**src/rtl/i2c_stall_pkg.sv**
```systemverilog
`timescale 1ns/1ps
package i2c_stall_pkg;

  // Service code reported to the host
  typedef enum logic [1:0] {
    SVC_ADDR = 2'd0,
    SVC_RX   = 2'd1,
    SVC_TX   = 2'd2
  } svc_e;

  // Bus-side phase of the target
  typedef enum logic [3:0] {
    PH_IDLE, PH_ADR, PH_ADR_WAIT, PH_ADR_ACK,
    PH_RX, PH_RX_WAIT, PH_RX_ACK,
    PH_TX, PH_TX_WAIT, PH_TX_ACK
  } phase_e;

  // Data events go to DMA only when enabled; address events never do
  function automatic logic route_to_dma(input logic is_data, input logic dma_on);
    return is_data & dma_on;
  endfunction

endpackage

```
**src/rtl/i2c_stall_sync.sv**
```systemverilog
`timescale 1ns/1ps
module i2c_stall_sync #(
  parameter int STAGES = 2
) (
  input  logic clk,
  input  logic rst_n,
  input  logic scl_i,
  input  logic sda_i,
  output logic sda_s,
  output logic scl_rise,
  output logic scl_fall,
  output logic start_det,
  output logic stop_det
);
  logic [STAGES-1:0] scl_ff, sda_ff;
  logic scl_s, scl_p, sda_p;

  always_ff @(posedge clk or negedge rst_n) begin
    if (!rst_n) begin
      scl_ff <= '1;
      sda_ff <= '1;
      scl_p  <= 1'b1;
      sda_p  <= 1'b1;
    end else begin
      scl_ff <= {scl_ff[STAGES-2:0], scl_i};
      sda_ff <= {sda_ff[STAGES-2:0], sda_i};
      scl_p  <= scl_s;
      sda_p  <= sda_s;
    end
  end

  assign scl_s     = scl_ff[STAGES-1];
  assign sda_s     = sda_ff[STAGES-1];
  assign scl_rise  = scl_s & ~scl_p;
  assign scl_fall  = ~scl_s & scl_p;
  assign start_det = scl_s & scl_p & sda_p & ~sda_s;
  assign stop_det  = scl_s & scl_p & ~sda_p & sda_s;
endmodule

```
**src/rtl/i2c_stall_match.sv**
```systemverilog
`timescale 1ns/1ps
module i2c_stall_match #(
  parameter int NADDR = 4,
  parameter int AW    = 7
) (
  input  logic [NADDR*AW-1:0] slots,
  input  logic [NADDR-1:0]    en,
  input  logic [AW-1:0]       cand,
  output logic                hit
);
  logic [NADDR-1:0] slot_hit;

  for (genvar i = 0; i < NADDR; i++) begin : g_slot
    assign slot_hit[i] = en[i] && (slots[i*AW +: AW] == cand);
  end

  assign hit = |slot_hit;
endmodule

```
**src/rtl/i2c_stall_slave.sv**
```systemverilog
`timescale 1ns/1ps
module i2c_stall_slave
  import i2c_stall_pkg::*;
#(
  parameter int NADDR  = 4,
  parameter int AW     = 7,
  parameter int DW     = 8,
  parameter int STAGES = 2
) (
  input  logic                clk,
  input  logic                rst_n,
  input  logic                scl_i,
  input  logic                sda_i,
  output logic                scl_oe,
  output logic                sda_oe,
  input  logic [NADDR*AW-1:0] slv_addr,
  input  logic [NADDR-1:0]    addr_en,
  input  logic                cont_wr,
  input  logic [DW-1:0]       tx_byte,
  output logic [DW-1:0]       rx_byte,
  input  logic                dma_en,
  output logic                dma_req,
  input  logic                dma_ack,
  input  logic                irq_en,
  output logic                irq,
  output logic                pending,
  output logic [1:0]          svc_code,
  output logic                not_stretch
);
  localparam int CW = $clog2(DW + 1);
  localparam logic [CW-1:0] FULL = CW'(DW);
  localparam logic [CW-1:0] LAST = CW'(DW - 1);

  logic sda_s, scl_rise, scl_fall, start_det, stop_det, hit;
  phase_e ph;
  logic [DW-1:0] sh, txsh, rxb;
  logic [CW-1:0] cnt;
  logic rw_q, mack_q, pend_q, dreq_q, hold_q, sda_q;
  svc_e code_q;

  // Named internal events
  logic accept, ev_adr, ev_rx, ev_tx, ev_any;

  i2c_stall_sync #(.STAGES(STAGES)) u_sync (
    .clk(clk), .rst_n(rst_n), .scl_i(scl_i), .sda_i(sda_i),
    .sda_s(sda_s), .scl_rise(scl_rise), .scl_fall(scl_fall),
    .start_det(start_det), .stop_det(stop_det)
  );

  i2c_stall_match #(.NADDR(NADDR), .AW(AW)) u_match (
    .slots(slv_addr), .en(addr_en), .cand(sh[AW:1]), .hit(hit)
  );

  always_comb begin
    accept = (cont_wr & pend_q) | (dma_ack & dreq_q);
    ev_adr = (ph == PH_ADR) && scl_fall && (cnt == FULL) && hit;
    ev_rx  = (ph == PH_RX) && scl_fall && (cnt == FULL);
    ev_tx  = scl_fall && (((ph == PH_ADR_ACK) && rw_q) || ((ph == PH_TX_ACK) && mack_q));
    ev_any = ev_adr | ev_rx | ev_tx;
  end

  always_ff @(posedge clk or negedge rst_n) begin
    if (!rst_n) begin
      ph <= PH_IDLE; sh <= '0; txsh <= '0; rxb <= '0; cnt <= '0;
      rw_q <= 1'b0; mack_q <= 1'b0; pend_q <= 1'b0; dreq_q <= 1'b0;
      hold_q <= 1'b0; sda_q <= 1'b0; code_q <= SVC_ADDR;
    end else if (start_det || stop_det) begin
      ph <= start_det ? PH_ADR : PH_IDLE;
      cnt <= '0; pend_q <= 1'b0; dreq_q <= 1'b0; hold_q <= 1'b0; sda_q <= 1'b0;
    end else begin
      hold_q <= ev_any | pend_q | dreq_q;
      if (accept) begin
        pend_q <= 1'b0;
        dreq_q <= 1'b0;
      end
      if (ev_adr) begin
        pend_q <= 1'b1;
        code_q <= SVC_ADDR;
      end
      if (ev_rx || ev_tx) begin
        code_q <= ev_rx ? SVC_RX : SVC_TX;
        if (route_to_dma(1'b1, dma_en)) dreq_q <= 1'b1;
        else pend_q <= 1'b1;
      end
      case (ph)
        PH_ADR, PH_RX: begin
          if (scl_rise) begin
            sh  <= {sh[DW-2:0], sda_s};
            cnt <= cnt + 1'b1;
          end
          if (scl_fall && cnt == FULL) begin
            if (ph == PH_ADR) begin
              rw_q <= sh[0];
              ph   <= hit ? PH_ADR_WAIT : PH_IDLE;
            end else begin
              rxb <= sh;
              ph  <= PH_RX_WAIT;
            end
          end
        end
        PH_ADR_WAIT: if (accept) begin sda_q <= 1'b1; ph <= PH_ADR_ACK; end
        PH_RX_WAIT:  if (accept) begin sda_q <= 1'b1; ph <= PH_RX_ACK; end
        PH_ADR_ACK: if (scl_fall) begin
          sda_q <= 1'b0;
          cnt   <= '0;
          ph    <= rw_q ? PH_TX_WAIT : PH_RX;
        end
        PH_RX_ACK: if (scl_fall) begin
          sda_q <= 1'b0;
          cnt   <= '0;
          ph    <= PH_RX;
        end
        PH_TX_WAIT: if (accept) begin
          txsh  <= tx_byte;
          sda_q <= ~tx_byte[DW-1];
          cnt   <= '0;
          ph    <= PH_TX;
        end
        PH_TX: if (scl_fall) begin
          if (cnt == LAST) begin
            sda_q <= 1'b0;
            ph    <= PH_TX_ACK;
          end else begin
            cnt   <= cnt + 1'b1;
            txsh  <= txsh << 1;
            sda_q <= ~txsh[DW-2];
          end
        end
        PH_TX_ACK: begin
          if (scl_rise) mack_q <= ~sda_s;
          if (scl_fall) ph <= mack_q ? PH_TX_WAIT : PH_IDLE;
        end
        default: ;
      endcase
    end
  end

  assign scl_oe      = hold_q;
  assign sda_oe      = sda_q;
  assign not_stretch = ~hold_q;
  assign pending     = pend_q;
  assign dma_req     = dreq_q;
  assign svc_code    = code_q;
  assign irq         = pend_q & irq_en;
  assign rx_byte     = rxb;
endmodule

```
**config.mk**
```make
export PLATFORM = sky130hd
export DESIGN_NAME = i2c_stall_slave
export DESIGN_NICKNAME = d
export VERILOG_FILES = /design/src/rtl/i2c_stall_pkg.sv /design/src/rtl/i2c_stall_sync.sv /design/src/rtl/i2c_stall_match.sv /design/src/rtl/i2c_stall_slave.sv
export SDC_FILE = /design/constraint.sdc
export NUM_CORES = 1
export LEC_CHECK = 0
export ABC_AREA = 1
export BUFFER_PORTS_ARGS = -buffer_cell sky130_fd_sc_hd__buf_2
export CORE_UTILIZATION = 54
export CTS_CLUSTER_DIAMETER = 120
export CTS_CLUSTER_SIZE = 30
export DETAILED_ROUTE_END_ITERATION = 6
export PLACE_DENSITY_LB_ADDON = 0.12
export SLEW_MARGIN = 5
export SYNTH_ARGS = -nofsm -noshare
export SYNTH_HDL_FRONTEND = slang
export SYNTH_SLANG_ARGS = --single-unit
```
**constraint.sdc**
```tcl
create_clock -name clk -period 2.1 [get_ports clk]
set_clock_uncertainty 0.1 [all_clocks]
set_input_delay 0.21 -clock clk [delete_from_list [all_inputs] [get_ports clk]]
set_output_delay 0.21 -clock clk [all_outputs]
set_load 0.005 [all_outputs]
```
==> impl_results.md <==
- Rows: 25
- Final period utilization: 89.4%
- Most Crowded Layer GR: met2
- Status: finished clean
- Crit path largest cell delay: 560 ps
- Final Routed Wirelength: 6.50 mm
- Pwr/cell area: 1030 mW/mm^2
- Hold EP: txsh[0]$_DFFE_PN0P_
- CTS tree: done
- Ys async rst share: 100%
- Mapped Cells: 431
- Sequential share of the synthesized area: 40.3%
- Post-DP HPWL: 4.90 mm
- Worst-Skew Late Latency: 300 ps
- Vias per inst: 4.96
- First-pass GRT wire length: 10.8 mm
- Clock tree buffer depth: 2
- I/O pins: 64
- Layout Utilization: 70.0%
- Post-route setup TNS: 0 ps
- Post-synthesis simple-gate area fraction: 38.5%
- Maxcap violations: 0
- GRT overflow: 0
- Fin. Hold Viols: 0
- DIE WIDTH: 74.1 microns
- R2R Setup Slk: 220 ps
- EDFF count, synth: 0
- Synth Warn #: 0
- Cell depth of the worst flop-to-flop path: 10
- Worst-path clk slew: 80 ps
- CP Data Required Time: 2230 ps
- CTS H-tree lvls: 2
- Initial antenna violation count: 0
- Critical path launch point type: register
- Met1 Track Usage GR: 29.9%
- PortBufs: 63
- Final Slew Violations: 0
- Cell mode on critical path: nand2_1
- Routability cong.: 0.931
- Nets: 557
- Wirelength per Cell: 11.3 microns
- Worst Hold Launch: tx_byte[0]
- Fmax: 533 MHz
- Reg2reg end: ph[2]$_DFFE_PN0P_
- Critical path cell sequence: inv_1, nor2_2, nand4_1, nand2_1, nand2_1, nor2_1, nand3_2, nand2_1, nand2_1, o21ai_1
- Synth Area in XOR/XNOR: 0.312%
- Final min period: 1880 ps
- Post-place setup slack: 161 ps
- Die span in y: 74.1 microns
- Resized cells post-CTS: 0
- Number of global-route vias before repair: 2594
- Layout area overhead: 21.5%
- Worst setup margin: 223 ps
- Leak pwr: 1.96 nW
- #FFs+latches synth: 45
- M2 GR Usage: 47.1%
- GRT met3 Usage: 3.79%
- CP bufs+invs: 1
- Die ar.: 0.00550 sq mm
- CP max FO: 6
- Finish-stage setup viols: 0
- Hold WC Path Type: in2reg
- Post-Synth Adder-Cell Area: 0.890%
- Critical-path top delay cell: dfstp_2
- Synth Cell Area: 0.00281 sq mm
- Initial core utilization: 57.6%
- Placed insts: 561
- Fillcell total: 434
- Crit path max-delay family: simple AND/OR/NAND/NOR gates
- Measured slew at the worst slew-check pin: 447 ps
- Non-Filler Instances: 574
- DR iter-0 viols: 139
- DRC: 0
- Nature of the critical path endpoint: register
- Prevailing post-synth register cell: dfrtp_1
- Gr usage total: 25.5%
- Synth unique cells: 32
- Core ar.: 0.00488 sq mm
- Hold Path Depth: 3
- Rel. slew slack: 70.1%
- Clk sink count: 45
- Diodes inserted: 0
- Synthesized Nets: 481
- Pin count of the biggest net entering global routing: 46
- Post-Syn Area per Cell: 6.52 sq um
- Root Driver: clkbuf_8
- CP arrival: 2000 ps
- Number of CTS-inserted buffers: 5
- RSZ-0062 raised after global routing: false
- Main combinational cell family by area after synthesis: simple AND/OR/NAND/NOR gates
- Layout cells sized above 1: 20.5%
- Start of the worst register-to-register path: u_sync.scl_p$_DFF_PN1_
- Compound-Gate Fraction of Synth Area: 10.1%
- Worst VDD drop: 0.372 mV
- Final antenna-violating net count: 0
- Mux share of post-synthesis cell area: 0%
- Vias: 2849
- Crit path kind: reg2reg
- DRT Pass-1 Iters: 5
==> layout make-up <==
| class | instances | area [sq um] | share of cell area [%] |
|---|---|---|---|
| Multi-Input combinational cell | 314 | 1400 | 41.0 |
| Sequential cell | 45 | 1130 | 33.2 |
| Timing Repair Buffer | 74 | 443 | 13.0 |
| Inverter | 67 | 251 | 7.37 |
| Tap cell | 67 | 83.8 | 2.46 |
| Clock buffer | 5 | 68.8 | 2.02 |
| Clock inverter | 2 | 35.0 | 1.03 |
==> layer usage <==
metal	up-vias	wire length, microns
met5	-	0
met4	0	157
met3	14	259
met2	95	3310
met1	1265	2780
li1	1475	-
==> synthesized netlist by cell type, types with 2 or more instances <==
master	instances	area (sq um)
inv_2	3	11.3
o21ai_1	8	40.0
o21ai_0	27	135
nand2_2	7	43.8
dfrtp_1	39	976
nand3_1	18	90.1
nor2_2	2	12.5
dfstp_2	6	158
nand2_1	165	619
inv_1	64	240
o211ai_1	5	37.5
a21oi_1	3	15.0
nor2_1	55	206
nand4_1	3	18.8
nor3_1	6	30.0
clkbuf_1	3	11.3
ha_1	2	25.0
==> flip-flops by register name, summed over array words and instances (netlist names) <==
name           count
rx_byte            8
sh                 8
txsh               7
cnt                4
ph                 4
svc_code           2
u_sync.scl_ff      2
u_sync.sda_ff      2
dma_req            1
mack_q             1
pending            1
rw_q               1
scl_oe             1
sda_oe             1
u_sync.scl_p       1
u_sync.sda_p       1
==> cell usage in the layout (no fill, tap or decap), drive strengths merged <==
| cell type | n |
|---|---|
| and2 | 1 |
| buf | 71 |
| a21oi | 4 |
| xor2 | 1 |
| o211ai | 6 |
| nand3 | 19 |
| nand4 | 3 |
| nand2 | 172 |
| clkinv | 1 |
| or2 | 1 |
| bufinv | 1 |
| nor2 | 58 |
| dlygate4sd3 | 3 |
| dfstp | 6 |
| o22ai | 2 |
| o21ai | 36 |
| o21bai | 1 |
| dfrtp | 39 |
| inv | 67 |
| ha | 2 |
| clkbuf | 5 |
| nor3 | 8 |
==> timing repair <==
item | in CTS | in global routing
setup buffers | 0 | 3
endpoints found under the hold margin | 41 | 0
endpoints found under the setup margin | 0 | 1
hold buffers | 3 | 0
==> cell families after synthesis <==
logic type / count (synthesis)
adders and majority gates: 2
buffers and inverters: 72
AOI/OAI and AO/OA: 49
xor gates and xnor gates: 1
DFF: 45
and+or+nand+nor: 262
==> power by group <==
group | switching (mW) | internal (mW) | leakage [nW] | total (mW)
combinational | 1.00 | 0.572 | 1.34 | 1.57
sequential | 0.219 | 1.12 | 0.566 | 1.34
clock | 0.277 | 0.346 | 0.0540 | 0.623
total | 1.50 | 2.03 | 1.96 | 3.53
==> worst reg2reg max path, cell delays in order (launching register included) <==
cell and delay [ps]:
dfstp_2 560, inv_1 50, nor2_2 210, nand4_1 190, nand2_1 110, nand2_1 50
nor2_1 100, nand3_2 130, nand2_1 150, nand2_1 70, o21ai_1 80
==> how the worst max path moves through the flow <==
stage                                     startpoint             endpoint  slack (ps)  cells past startpoint
after global placement    u_sync.sda_ff[1]$_DFF_PN1_  txsh[3]$_DFFE_PN0P_         250                      8
after floorplan           u_sync.sda_ff[1]$_DFF_PN1_   sda_oe$_DFFE_PN0P_         410                     10
after CTS                 u_sync.sda_ff[1]$_DFF_PN1_  txsh[4]$_DFFE_PN0P_         150                      8
after detailed placement  u_sync.sda_ff[1]$_DFF_PN1_  txsh[4]$_DFFE_PN0P_         160                      8
after global routing          u_sync.scl_p$_DFF_PN1_    ph[2]$_DFFE_PN0P_          10                     10
final                         u_sync.scl_p$_DFF_PN1_    ph[2]$_DFFE_PN0P_         220                     10
==> per-stage QoR <==
step	cell area [sq um]	hold WS (ps)	power, mW
after floorplan	2810	-186	2.44
after global placement	3230	106	2.84
after detailed placement	3230	107	2.87
after CTS	3370	39.2	3.50
after global routing	3410	37.7	3.85
final	3410	42.9	3.53
No activity file was read; power rests on OpenSTA's default activity.
